$ cat src/rtl/cfgx_pkg.sv
package cfgx_pkg;
    localparam int CFG_DW     = 32;
    localparam int CFG_NB     = CFG_DW / 8;
    localparam int CFG_LW     = $clog2(CFG_NB);
    localparam int CFG_CW     = $clog2(CFG_NB) + 1;
    localparam int WIN_OFF_W  = 12;
    localparam int SLOT_BASE  = 11;

    typedef enum logic [1:0] {
        ST_IDLE = 2'd0,
        ST_REQ  = 2'd1,
        ST_WAIT = 2'd2,
        ST_DONE = 2'd3
    } cfgx_state_e;

    typedef struct packed {
        cfgx_state_e          st;
        logic                 we;
        logic [CFG_DW-1:0]    addr;
        logic [CFG_CW-1:0]    len;
        logic [CFG_NB-1:0]    be;
        logic [CFG_DW-1:0]    wdata;
        logic [CFG_LW-1:0]    lane;
        logic [CFG_DW-1:0]    keep;
        logic [CFG_DW-1:0]    rdata;
        logic [CFG_DW-1:0]    idx;
    } cfgx_regs_t;
endpackage

$ cat src/rtl/cfgx_addr_xlate.sv
module cfgx_addr_xlate #(
    parameter int AW      = 32,
    parameter int SLOT_LO = 11,
    localparam int SLOT_W = $clog2(AW - SLOT_LO)
) (
    input  logic [AW-1:0] idx,
    input  logic [2:0]    low,
    output logic [AW-1:0] addr,
    output logic          hit
);
    logic [SLOT_W-1:0] slot;
    logic              found;

    // lowest set bit in the select field
    always_comb begin
        slot  = '0;
        found = 1'b0;
        for (int b = SLOT_LO; b < AW; b++) begin
            if (idx[b] && !found) begin
                slot  = SLOT_W'(b - SLOT_LO);
                found = 1'b1;
            end
        end
    end

    always_comb begin
        addr = '0;
        hit  = 1'b1;
        if (idx[AW-1]) begin
            addr = idx | {{(AW-2){1'b0}}, low[1:0]};
        end else if (idx[0]) begin
            addr = {idx[AW-1:3], low};
        end else begin
            addr[SLOT_LO +: SLOT_W] = slot;
            addr[SLOT_LO-1:3]       = idx[SLOT_LO-1:3];
            addr[2:0]               = low;
            hit                     = found;
        end
    end
endmodule

$ cat src/rtl/cfgx_lane.sv
module cfgx_lane #(
    parameter int DW  = 32,
    localparam int NB = DW / 8,
    localparam int LW = $clog2(NB),
    localparam int CW = $clog2(NB) + 1
) (
    input  logic [1:0]    size,
    input  logic [LW-1:0] lane,
    output logic [CW-1:0] nbytes,
    output logic [NB-1:0] be,
    output logic [DW-1:0] keep_bits,
    output logic [DW-1:0] lane_bits
);
    logic [NB-1:0] bmask;

    always_comb begin
        case (size)
            2'd0:    nbytes = CW'(1);
            2'd1:    nbytes = CW'(2);
            default: nbytes = CW'(NB);
        endcase
        for (int i = 0; i < NB; i++) begin
            bmask[i] = (CW'(i) < nbytes);
        end
        be = bmask << lane;
    end

    for (genvar g = 0; g < NB; g++) begin : g_byte
        assign keep_bits[8*g +: 8] = {8{bmask[g]}};
        assign lane_bits[8*g +: 8] = {8{be[g]}};
    end
endmodule

$ cat src/rtl/cfgx_bridge.sv
module cfgx_bridge
    import cfgx_pkg::*;
#(
    parameter int OFF_W   = WIN_OFF_W,
    parameter int SLOT_LO = SLOT_BASE
) (
    input  logic              clk,
    input  logic              rst_n,
    input  logic              h_valid,
    input  logic              h_win,
    input  logic              h_we,
    input  logic [OFF_W-1:0]  h_off,
    input  logic [1:0]        h_size,
    input  logic [CFG_DW-1:0] h_wdata,
    output logic              h_done,
    output logic [CFG_DW-1:0] h_rdata,
    output logic              d_valid,
    input  logic              d_ready,
    output logic              d_we,
    output logic [CFG_DW-1:0] d_addr,
    output logic [CFG_CW-1:0] d_len,
    output logic [CFG_NB-1:0] d_be,
    output logic [CFG_DW-1:0] d_wdata,
    input  logic              d_rsp_valid,
    input  logic [CFG_DW-1:0] d_rsp_data
);
    cfgx_regs_t r_q, r_d;

    logic              xl_hit;
    logic [CFG_DW-1:0] xl_addr;
    logic [CFG_CW-1:0] ln_nbytes;
    logic [CFG_NB-1:0] ln_be;
    logic [CFG_DW-1:0] ln_keep;
    logic [CFG_DW-1:0] ln_lanebits;
    logic [CFG_DW-1:0] wr_shifted;
    logic [CFG_DW-1:0] index_view;
    logic              unused_off_hi;

    // window offsets alias above bit 2
    assign unused_off_hi = ^h_off[OFF_W-1:3];

    cfgx_addr_xlate #(.AW(CFG_DW), .SLOT_LO(SLOT_LO)) u_xlate (
        .idx  (r_q.idx),
        .low  (h_off[2:0]),
        .addr (xl_addr),
        .hit  (xl_hit)
    );

    cfgx_lane #(.DW(CFG_DW)) u_lane (
        .size      (h_size),
        .lane      (h_off[CFG_LW-1:0]),
        .nbytes    (ln_nbytes),
        .be        (ln_be),
        .keep_bits (ln_keep),
        .lane_bits (ln_lanebits)
    );

    assign wr_shifted = (h_wdata & ln_keep) << {h_off[CFG_LW-1:0], 3'b000};
    assign index_view = r_q.idx;

    always_comb begin
        r_d = r_q;
        case (r_q.st)
            ST_IDLE: begin
                if (h_valid) begin
                    r_d.rdata = '0;
                    if (!h_win) begin
                        if (h_we) begin
                            r_d.idx = (r_q.idx & ~ln_lanebits) | (wr_shifted & ln_lanebits);
                        end else begin
                            r_d.rdata = (r_q.idx >> {h_off[CFG_LW-1:0], 3'b000}) & ln_keep;
                        end
                        r_d.st = ST_DONE;
                    end else if (!xl_hit) begin
                        if (!h_we) begin
                            r_d.rdata = ln_keep;
                        end
                        r_d.st = ST_DONE;
                    end else begin
                        r_d.we    = h_we;
                        r_d.addr  = xl_addr;
                        r_d.len   = ln_nbytes;
                        r_d.be    = ln_be;
                        r_d.wdata = wr_shifted;
                        r_d.lane  = h_off[CFG_LW-1:0];
                        r_d.keep  = ln_keep;
                        r_d.st    = ST_REQ;
                    end
                end
            end
            ST_REQ: begin
                if (d_ready) begin
                    r_d.st = ST_WAIT;
                end
            end
            ST_WAIT: begin
                if (d_rsp_valid) begin
                    r_d.rdata = r_q.we ? '0
                              : (d_rsp_data >> {r_q.lane, 3'b000}) & r_q.keep;
                    r_d.st    = ST_DONE;
                end
            end
            default: begin
                r_d.st = ST_IDLE;
            end
        endcase
    end

    always_ff @(posedge clk) begin
        if (!rst_n) begin
            r_q <= '0;
        end else begin
            r_q <= r_d;
        end
    end

    assign h_done  = (r_q.st == ST_DONE);
    assign h_rdata = r_q.rdata;
    assign d_valid = (r_q.st == ST_REQ);
    assign d_we    = r_q.we;
    assign d_addr  = r_q.addr;
    assign d_len   = r_q.len;
    assign d_be    = r_q.be;
    assign d_wdata = r_q.wdata;
endmodule

$ cat config.mk
export PLATFORM = sky130hd
export DESIGN_NAME = cfgx_bridge
export DESIGN_NICKNAME = d
export VERILOG_FILES = /design/src/rtl/cfgx_pkg.sv /design/src/rtl/cfgx_addr_xlate.sv /design/src/rtl/cfgx_lane.sv /design/src/rtl/cfgx_bridge.sv
export SDC_FILE = /design/constraint.sdc
export NUM_CORES = 1
export LEC_CHECK = 0
export BUFFER_PORTS_ARGS = -buffer_cell sky130_fd_sc_hd__clkbuf_2
export CELL_PAD_IN_SITES_DETAIL_PLACEMENT = 1
export CELL_PAD_IN_SITES_GLOBAL_PLACEMENT = 1
export CORE_ASPECT_RATIO = 1.2
export CORE_UTILIZATION = 30
export DETAILED_ROUTE_END_ITERATION = 8
export PLACE_DENSITY_LB_ADDON = 0.15
export SLEW_MARGIN = 15
export SYNTH_ARGS = -nofsm -noshare
export SYNTH_HDL_FRONTEND = slang
export SYNTH_SLANG_ARGS = --single-unit
$ cat constraint.sdc
create_clock -name clk -period 2.2 [get_ports clk]
set_input_delay 0.11 -clock clk [delete_from_list [all_inputs] [get_ports clk]]
set_output_delay 0.11 -clock clk [all_outputs]
set_load 0.01 [all_outputs]
## Word-level counts from Yosys, hierarchy flattened

Index checks and enable logic that the tools add are counted.

| operators by class | value |
|---|---|
| $mul | 0 |
| div/mod/pow operators | 0 |
| equality and inequality tests | 7 |
| order comparisons | 4 |
| reductions and logical operators | 47 |
| bitwise operators | 9 |
| $add $sub $neg | 0 |
| multiplexer cells | 64 |
| shifts and indexed selects | 4 |

Operators by type and width:

| kind | count |
|---|---|
| $mux W32 | 9 |
| $mux W106 | 2 |
| $mux W172 | 1 |
| $and A32 B32 Y32 | 5 |
| $pmux W32 S2 | 1 |
| $shr A32 B5 Y32 | 2 |
| $mux W4 | 8 |
| $not A32 Y32 | 1 |
| $or A32 B2 Y32 | 1 |
| $or A32 B32 Y32 | 1 |
| $shl A32 B5 Y32 | 1 |
| $mux W5 | 5 |
| $mux W1 | 24 |
| $logic_and A1 B1 Y1 | 20 |
| $logic_not A1 Y1 | 20 |
| $mux W16 | 1 |
| $mux W15 | 1 |
| $mux W2 | 6 |
| $mux W3 | 4 |
| $reduce_and A4 Y1 | 2 |
| $lt A1 B3 Y1 const A | 2 |
| $lt A2 B3 Y1 const A | 2 |
| $pmux W2 S3 | 1 |
| $pmux W3 S2 | 1 |
| other kinds (9) | 14 |

| storage, ports and cells | value |
|---|---|
| bits in read-only memories | 0 |
| word-level logic and storage cells | 145 |
| output and inout bits | 106 |
| memory bits (writable) | 0 |
| register bits after elaboration | 165 |
| bits in latches | 0 |
| memories kept | 0 |

## Depth between registers and ports, before layout

Gate-level depths: netlist of the first run.

| depth | value |
|---|---|
| word-level depth | 67 |
| mapped depth | 9 |
| depth with buffers taken out | 7 |

## Hierarchy

From an unflattened synthesis of the first run, not the netlist that was laid out.

| unflattened totals | value |
|---|---|
| cells, all modules | 1306 |
| area total of the unflattened synthesis | 9928.3 um2 |

By module, submodules not included:

| module | instances | cells each | sequential area each (um2) | area an instance (um2) |
|---|---|---|---|---|
| cfgx_bridge | 1 | 1149 | 3443.3 | 8883.5 |
| cfgx_lane | 1 | 78 | 0.0 | 563.0 |
| cfgx_addr_xlate | 1 | 79 | 0.0 | 481.7 |

## Least setup slack after synthesis of the first run

OpenSTA, ideal clock, no wires.

| timing | value |
|---|---|
| path kind | reg-to-reg |
| from | register r_q[170] in the netlist's numbering |
| to | register (tool-made name) |
| clock period less this slack | 1829 ps |
| stages on the path, launching flop included | 8 |
| path slack | 371 ps |
| arrival | 1713 ps |
| buffers on the path | 1 |
| path through | dfxtp_1 > inv_1 > ha_1 > nand4b_1 > nor3_1 > buf_2 > nand2b_1 > o211a_1 |

RTL lines:

| what | RTL line | text |
|---|---|---|
| start, declared | cfgx_bridge.sv:27 | `cfgx_regs_t r_q, r_d;` |
| start signal, assigned | cfgx_bridge.sv:113 | `r_q <= r_d;` |

==> results.md, run 1 <==
* Io pins at 191
* Worst vdd ir at 0.000488 V
* Root buf cell: clkbuf_16
* DR vias/cell at 5.18
* PortBufs at 181
* # rows at 66
* Drt drc at 0
* CP max FO at 32
* Die W at 153 um
* Synth area leaders: dfxtp_1 35%, buf_4 9.8%, nand2_1 5.5%
* Final RePlAce weighted congestion at 0.848
* Measured slew at the worst slew-check pin at 0.606 ns
* Pin count of the biggest net entering global routing at 82
* Met2 track demand over resource at 0.347
* Area of the core at 0.0271 mm^2
* Final Power at 9.25 mW
* Syn nets at 1,055
* Peak Freq at 491 MHz
* Final Max Slew Viols at 0
* Clock sink total at 143
* Skew-Pair Late Insertion Delay at 0.44 ns
* Number of global-route vias before repair at 7,347
* Overflow after GRT at 0
* Crit path cell chain: nor4_2 > and4_1 > a21o_4 > buf_12 > nand2_1 > a21boi_2
* Gate Count Post-Synth at 966
* Final setup viols at 0
* Detailed Route Iter0 Violations at 331
* Hold Crit Class: input port to register
* EDFF count, synth at 0
* Fraction of layout cells with a size suffix above 1 at 0.304
* First-pass GRT wire length at 45.1 mm
* Total CTS buffers at 17
* Leak at 4.24 nW
* Die area at 0.0282 mm^2
* Vias post-DR at 7,256
* Total track usage at 0.213
* Crit path buffers/inverters at 1
* Routed len/inst at 21.2 um
* Kind of cell adding the most delay to the critical path: simple AND/OR/NAND/NOR gates
* Initial antenna violation count at 0
* Netlist cell types at 61
* Tmin final at 2.04 ns
* CP max stage delay at 0.46 ns
* Commonest cells after routing, fill and taps aside: 180 x clkbuf_2, 143 x dfxtp_1, 122 x nand2_1, 61 x o21ai_0, 60 x buf_4
* TritonCTS clock tree: built
* Ys async rst share at 0
* Min-delay src: h_wdata[7]
* Nets@finish at 1,136
* Top_reg_cell synth: dfxtp_1
* Final worst setup slack at 0.165 ns
* Detailed Routing Iterations Pass 1 at 5
* Worst path required time at 2.57 ns
* Area grow syn2layout at 16.4%
* Die Y at 184 um
* Status: finished clean
* Power Density at 962 mW/mm^2
* Register area share after synthesis at 0.347
* CP startpoint kind: register
* Placement Setup Slack at -0.0194 ns
* Grt met1 use at 0.274
* ANT nets after route at 0
* Met3 usage at 0.0410
* DRT Wirelength at 29.7 mm
* RSZ-0062 raised after global routing: false
* # H-tree levels at 4
* CTS clock-pin slew for the worst setup and hold paths at 0.06 ns
* Flops & latches, synth at 143
* Synth area leader: dfxtp_1
* Crit path DAT at 2.40 ns
* Fin. Hold Viols at 0
* Share of the synthesized area in the top cell type at 0.347
* Yosys warns at 0
* Busiest layer in global routing: met2
* Inserted Diodes at 0
* Clk buf depth at 2
* Setup CP Type: register to register
* Synth Cell Area at 0.00826 mm^2
* Mean Syn Cell Area at 8.55 um^2
* Fin crit share at 0.925
* Max-Slew Margin vs Limit at 0.595
* Max Cap Violations at 0
* Slowest CP cell: and4_1
* Setup bufs post-CTS at 0
* Starting Density at 0.305
* Clock Skews at 0.0114 ns
* Commonest non-fill, non-tap cell in the layout: clkbuf_2
* Critical Path End Type: register
* Detailed Place HPWL at 22.1 mm
==> final timing paths <==
check	end	slack (ns)	depth (start not counted)
min	d_wdata[7]	0.02	3
max	r_q[97]	0.16	6
min reg2reg	d_addr[18]	0.45	2
max reg2reg	r_q[97]	0.16	6
==> worst min-delay path, delay by kind of cell <==
kind            cells  cell delay [ns]
simple gates        1             0.08
buf+inv             1             0.14
compound gates      1             0.07
==> through the flow <==
step	hold slack (ns)	cells	cell area (um^2)	setup TNS, ns	utilization
CTS	0.00512	1400	9610	0	0.355
detailed placement	0.426	1364	8990	-0.0291	0.332
finish	0.0167	1400	9620	0	0.355
global route	0.0223	1400	9620	0	0.355
floorplan	0.255	966	8260	0	-
global placement	0.405	1364	8990	0	0.332
==> area by class of cell <==
| type | count | area, um^2 |
|---|---|---|
| inverter | 11 | 41.3 |
| timing repair buffer | 251 | 1530 |
| multi-input combinational | 623 | 4180 |
| sequential | 143 | 2860 |
| tap | 340 | 425 |
| fill | 3248 | 17500 |
| clock inverter | 10 | 111 |
| clock buffer | 22 | 464 |
==> cell families (layout without fill, tap and decap cells) <==
logic type	Yosys count	in the layout	share of synthesized area
buffers and inverters	200	294	0.151
DFF	143	143	0.347
muxes	65	65	0.0824
adders and majority gates	4	4	0.00606
and+or+nand+nor	253	253	0.146
AOI/OAI and AO/OA	301	301	0.268
==> report_power, final <==
part           switching [mW]  internal (mW)
Combinational            1.80           1.17
Clock                    1.17           1.72
Sequential              0.301           3.07
==> cells in the mapped netlist, types with 5 or more instances <==
master / n
a21boi_1: 29
o211a_1: 45
o211ai_1: 11
a21boi_0: 12
inv_1: 10
clkbuf_1: 46
nand3_1: 34
nor3b_1: 5
dfxtp_1: 143
nor2_1: 41
mux2_2: 24
nor2b_1: 15
a22oi_1: 40
buf_2: 24
a32o_1: 8
a21oi_1: 18
o21ai_0: 61
buf_4: 108
o2bb2ai_1: 8
nand2b_1: 9
buf_6: 5
a31oi_1: 33
a21boi_2: 8
nand2_1: 122
mux2i_1: 41
a211o_1: 8
==> what timing repair did <==
item                                   in CTS  in global routing
hold buffers                                4                  0
setup endpoints to repair                  15                  8
endpoints found under the hold margin       4                  0
gates resized for setup                     1                  1
==> layer usage <==
layer	up-vias	wire, um
li1	3522	-
met5	-	0
met1	3482	13900
met3	45	1190
met4	0	863
met2	207	13800
No activity file was read; power rests on OpenSTA's default activity.
==> inputs of run 2 (changes only) <==
--- a/config.mk
+++ b/config.mk
@@ -9,7 +9,7 @@
 export CELL_PAD_IN_SITES_DETAIL_PLACEMENT = 1
 export CELL_PAD_IN_SITES_GLOBAL_PLACEMENT = 1
 export CORE_ASPECT_RATIO = 1.2
-export CORE_UTILIZATION = 30
+export CORE_UTILIZATION = 40
 export DETAILED_ROUTE_END_ITERATION = 8
 export PLACE_DENSITY_LB_ADDON = 0.15
 export SLEW_MARGIN = 15
==> run 2 against run 1 <==
Net effect: clock skew is 0.0029 ns higher; register-to-register slack better by 0.04 ns; largest power group unchanged; total power rose by 0.54%; first-iteration DRC count grew 32%; count of clock-buffer cells in the layout unchanged; flip-flop and latch count unchanged; via count rose by 2.3%; sequential share of layout area is 0.22 points lower; wire length shrank 6.9%; fmax is 1.8% higher; combinational power increased by 2%; critical path depth grew 1.
==> results.md, run 2 (same netlist as run 1, synthesis figures left out) <==
* Io pins at 191 (unchanged)
* Fillers at 2,448 (-25%)
* Clock sink total at 143 (unchanged)
* Setup TNS at 0 ns (unchanged)
* Worst path required time at 2.55 ns (-0.02 ns)
* Fin crit share at 0.908 (-0.0167)
* Crit path buffers/inverters at 2 (+1)
* # H-tree levels at 4 (unchanged)
* Area grow syn2layout at 17.3%
* Starting Density at 0.408 (+0.103)
* Kind of cell adding the most delay to the critical path: simple AND/OR/NAND/NOR gates
* Hold Crit Class: input port to register
* Placed insts at 1,299 (-4.8%)
* Nets@finish at 1,148 (+1.1%)
* Overflow after GRT at 0 (unchanged)
* Crit path DAT at 2.35 ns (-0.05 ns)
* ANT nets after route at 0 (unchanged)
* Routed len/inst at 20.7 um (-2.5%)
* Final RePlAce weighted congestion at 0.877 (+3.4%)
* Root buf cell: clkbuf_16
* Finished Layout Cells at 1,337 (-4.5%)
* Met1 WL at 12.0 mm (-14%)
* Area of the core at 0.0203 mm^2 (-25%)
* Total track usage at 0.262 (+0.0495)
* Detailed Place HPWL at 20.5 mm (-7.3%)
* Measured slew at the worst slew-check pin at 0.837 ns (+0.231 ns)
* Critical Path End Type: register
* Peak Freq at 500 MHz (+1.8%)
* Pin count of the biggest net entering global routing at 89 (+8.5%)
* Setup bufs post-CTS at 0 (unchanged)
* WL met2 at 13.4 mm (-3.0%)
* Final setup viols at 0 (unchanged)
* Leak at 4.34 nW (+2.2%)
* DR vias/cell at 5.55 (+7.2%)
* Commonest cells after routing, fill and taps aside: 180 x clkbuf_2, 143 x dfxtp_1, 122 x nand2_1, 66 x buf_4, 61 x o21ai_0
* Final Max Slew Viols at 0 (unchanged)
* Number of global-route vias before repair at 7,387 (+0.54%)
* CP startpoint kind: register
* Inserted Diodes at 0 (unchanged)
* First-pass GRT wire length at 42.5 mm (-5.6%)
* TritonCTS clock tree: built
* Die Y at 159 um (-13%)
* Commonest non-fill, non-tap cell in the layout: clkbuf_2
* Skew-Pair Late Insertion Delay at 0.43 ns (about the same)
* Worst vdd ir at 0.000547 V (+12%)
* Initial antenna violation count at 1 (+1)
* Crit path cell chain: inv_1 > ha_1 > nor3b_1 > buf_4 > and4b_1 > a22oi_1 > a31oi_1
* # rows at 57 (-14%)
* Setup CP Type: register to register
* Clock Skews at 0.0144 ns (+0.00295 ns)
* Fraction of layout cells with a size suffix above 1 at 0.312 (+0.00779)
* CP max FO at 11 (-66%)
* DRT Wirelength at 27.6 mm (-6.9%)
* CTS clock-pin slew for the worst setup and hold paths at 0.06 ns (about the same)
* Clk buf depth at 2 (unchanged)
* Max-Slew Margin vs Limit at 0.441 (-0.154)
* Power Density at 960 mW/mm^2 (-0.20%)
* Top sig layer: met4
* Die area at 0.0212 mm^2 (-25%)
* Vias post-DR at 7,426 (+2.3%)
* Status: finished clean
* Slowest CP cell: and4b_1
* Detailed Routing Iterations Pass 1 at 7 (+2)
* RSZ-0062 raised after global routing: false
* Die W at 133 um (-13%)
* Total CTS buffers at 17 (unchanged)
* Drt drc at 0 (unchanged)
* CP max stage delay at 0.43 ns (-0.03 ns)
* Met3 wire length at 1.50 mm (+27%)
* Max Cap Violations at 0 (unchanged)
* Detailed Route Iter0 Violations at 436 (+32%)
* Fin. Hold Viols at 0 (unchanged)
* Tmin final at 2.00 ns (-0.0368 ns)
* PortBufs at 181 (unchanged)
## run 2: cell count changes in the layout (fill, tap and decap cells not counted), sizes merged
cell,previous run,this run
dlygate4sd3,4,6
clkinv,5,6
buf,67,77
clkinvlp,3,1
bufinv,2,1
inv,11,13
## run 2: path summary, 6_finish.rpt
check	slack, ns	cells after the start	startpoint	end
worst max register to register	0.20	7	r_q[170]	h_rdata[31]
worst max-delay path	0.20	7	r_q[170]	h_rdata[31]
worst min register to register	0.45	2	d_addr[19]	d_addr[19]
worst min-delay path	0.01	3	h_wdata[3]	d_wdata[3]
## run 2: what timing repair did
action / in CTS / in global routing
gates resized for setup: 0 / 3
hold endpoints to repair: 6 / 0
hold buffers: 6 / 0
endpoints found under the setup margin: 0 / 8
## run 2: routing by layer
metal	global-route usage	up-vias
li1	-	3548
met1	0.331	3569
met2	0.443	264
met3	0.0478	45
met4	0.0971	0
met5	0	-
## run 2: power by group
part           switching [mW]  internal, mW  total, mW
clock network            1.19          1.69       2.89
logic                    1.78          1.26       3.05
registers               0.293          3.07       3.36
## run 2: cell type report
| class | instances | area [um^2] | area share |
|---|---|---|---|
| Inverter | 11 | 41.3 | 0.00426 |
| Clock buffer | 22 | 484 | 0.0500 |
| Sequential cell | 143 | 2860 | 0.295 |
| Tap cell | 265 | 332 | 0.0342 |
| Clock inverter | 10 | 103 | 0.0106 |
| Timing Repair Buffer | 263 | 1680 | 0.173 |
| Multi-Input combinational cell | 623 | 4190 | 0.432 |
## run 2: worst reg2reg max path, delay by kind of cell (launching register included)
family / cells / cell delay [ns]
DFF: 1 / 0.40
and+or+nand+nor: 2 / 0.62
adders and majority gates: 1 / 0.26
AOI/OAI and AO/OA: 2 / 0.35
buffers and inverters: 2 / 0.30
## run 2: through the flow
stage	setup WS, ns	hold WS [ns]	power, mW	util	cell area [um^2]
after floorplan	0.371	0.255	5.70	-	8260
after global placement	0.240	0.397	6.39	0.445	9020
after detailed placement	0.210	0.401	6.45	0.445	9020
after CTS	0.172	0.000927	9.37	0.477	9670
after global routing	0.00496	0.00820	9.81	0.478	9690
final	0.202	0.0139	9.30	0.478	9690
==> inputs of run 3 (changes only) <==
==> constraint.sdc (replaced) <==
create_clock -name clk -period 2.05 [get_ports clk]
set_input_delay 0.1025 -clock clk [delete_from_list [all_inputs] [get_ports clk]]
set_output_delay 0.1025 -clock clk [all_outputs]
set_load 0.01 [all_outputs]
==> run 3 against run 2 <==
Net effect: critical path depth down 1; clock skew shrank 0.0037 ns; via count increased by 1.8%; die area stayed put; combinational power up 12%; critical endpoint is now h_rdata[9]; largest power group unchanged.
==> results.md, run 3 (same netlist as run 1, synthesis figures left out) <==
* Number of global-route vias before repair at 7,687 (+4.1%)
* Die Y at 159 um (unchanged)
* Status: finished clean
* Setup CP Type: register to register
* Crit path DAT at 2.26 ns (-0.09 ns)
* Setup TNS at 0 ns (unchanged)
* DR vias/cell at 5.62 (+1.1%)
* Total track usage at 0.268 (+0.00559)
* Io pins at 191 (unchanged)
* Peak Freq at 521 MHz (+4.1%)
* Worst vdd ir at 0.000607 V (+11%)
* # rows at 57 (unchanged)
* Area grow syn2layout at 18.7%
* Starting Density at 0.408 (unchanged)
* R2r endpoint: h_rdata[9]
* Total CTS buffers at 17 (unchanged)
* R2r setup slk at 0.13 ns (-0.07 ns)
* Final RePlAce weighted congestion at 0.844 (-3.7%)
* Overflow after GRT at 0 (unchanged)
* Fraction of layout cells with a size suffix above 1 at 0.319 (+0.00758)
* WHS Path Cells at 3 (unchanged)
* Critical Path End Type: register
* Inserted Diodes at 0 (unchanged)
* Pin count of the biggest net entering global routing at 82 (-7.9%)
* Final worst setup slack at 0.130 ns (-0.0720 ns)
* PortBufs at 181 (unchanged)
* Placement Setup Slack at -0.00244 ns (-0.213 ns)
* Detailed Place HPWL at 20.6 mm (+0.33%)
* Die W at 133 um (unchanged)
* Min-delay src: h_wdata[6]
* Detailed Route Iter0 Violations at 416 (-4.6%)
* Commonest cells after routing, fill and taps aside: 180 x clkbuf_2, 142 x dfxtp_1, 122 x nand2_1, 76 x buf_4, 61 x o21ai_0
* DRT Wirelength at 28.4 mm (+2.9%)
* ANT nets after route at 0 (unchanged)
* Root buf cell: clkbuf_16
* Worst path required time at 2.39 ns (-0.16 ns)
* Final core occ at 0.484 (+0.00568)
* Worst R2R Path Depth at 6 (-1)
* Nets@finish at 1,158 (+0.87%)
* Max-Slew Margin vs Limit at 0.602 (+0.161)
* Drt drc at 0 (unchanged)
* Clk buf depth at 2 (unchanged)
* Vias post-DR at 7,559 (+1.8%)
* CP max FO at 8 (-3)
* Measured slew at the worst slew-check pin at 0.596 ns (-0.241 ns)
* Power Density at 1060 mW/mm^2 (+10%)
* RR Startpoint: r_q[170]
* Detailed Routing Iterations Pass 1 at 5 (-2)
* Hold EP: d_wdata[6]
* Skew-Pair Late Insertion Delay at 0.43 ns (about the same)
* Area of the core at 0.0203 mm^2 (unchanged)
* RSZ-0062 raised after global routing: false
* Initial antenna violation count at 0 (-1)
* Die area at 0.0212 mm^2 (unchanged)
* Leak at 4.39 nW (+1.2%)
* Finished Layout Cells at 1,346 (+0.67%)
* Fin. Hold Viols at 0 (unchanged)
* # H-tree levels at 4 (unchanged)
* First-pass GRT wire length at 43.7 mm (+2.7%)
* Final setup viols at 0 (unchanged)
* Clock Skews at 0.0106 ns (-0.00375 ns)
* Fin crit share at 0.937 (+0.0284)
* Commonest non-fill, non-tap cell in the layout: clkbuf_2
* Placed insts at 1,303 (+0.31%)
* Routed len/inst at 21.1 um (+2.2%)
* CP startpoint kind: register
* Fillers at 2,466 (+0.74%)
* TritonCTS clock tree: built
* Max Cap Violations at 0 (unchanged)
* Hold Crit Class: input port to register
* Tmin final at 1.92 ns (-0.0780 ns)
* CTS clock-pin slew for the worst setup and hold paths at 0.06 ns (about the same)
* Final Max Slew Viols at 0 (unchanged)
* Clock sink total at 143 (unchanged)
==> run 3: power breakdown <==
group	internal [mW]	leakage, nW	switching (mW)
sequential	3.30	1.16	0.328
combinational	1.43	2.93	2.00
clock	2.07	0.298	1.26
total	6.81	4.39	3.59
==> run 3: metrics by stage <==
stage                     instance area [um^2]  hold slack (ns)  total power, mW
after floorplan                           8260            0.247             6.12
after global placement                    9030            0.401             6.86
after detailed placement                  9030            0.412             6.92
after CTS                                 9730         0.000479             10.3
after global routing                      9800          0.00671             10.9
final                                     9800          0.00578             10.4
==> run 3: timing repair <==
item | CTS | global route
buffers inserted | 0 | 4
hold buffers | 7 | 0
gates resized for setup | 1 | 4
gates cloned | 0 | 1
hold endpoints to repair | 7 | 0
endpoints found under the setup margin | 1 | 18
==> run 3: layout make-up <==
cell class / count / area [um^2] / share of cell area
flip-flops and latches: 143 / 2860 / 0.292
multi-input cells: 623 / 4190 / 0.428
clock buffers: 19 / 443 / 0.0452
clock inverters: 12 / 185 / 0.0189
well taps: 265 / 332 / 0.0338
inverters: 11 / 41.3 / 0.00421
repair buffers: 273 / 1750 / 0.178
==> run 3: worst max path at each step <==
stage / depth (start not counted) / endpoint / slack [ns] / from
after floorplan: 7 / register / 0.22 / r_q[170]
after global placement: 6 / h_rdata[23] / 0.06 / r_q[170]
after detailed placement: 6 / h_rdata[23] / -0.002 / r_q[170]
after CTS: 8 / h_rdata[20] / 0.04 / r_q[170]
after global routing: 8 / h_rdata[20] / 0.01 / r_q[170]
final: 6 / h_rdata[9] / 0.13 / r_q[170]
==> run 3: metal layers <==
| metal | vias to the layer above | global-route usage | routed length (um) |
|---|---|---|---|
| li1 | 3560 | - | - |
| met3 | 53 | 0.0357 | 1230 |
| met2 | 276 | 0.462 | 13800 |
| met4 | 0 | 0.122 | 981 |
| met5 | - | 0 | 0 |
| met1 | 3670 | 0.330 | 12400 |
==> run 3: worst max-delay path: stages, from the launching register on <==
cell	delay, ns
dfxtp_2	0.35
inv_1	0.07
ha_1	0.28
nor4bb_1	0.53
nand4_1	0.20
buf_4	0.21
a31oi_1	0.19
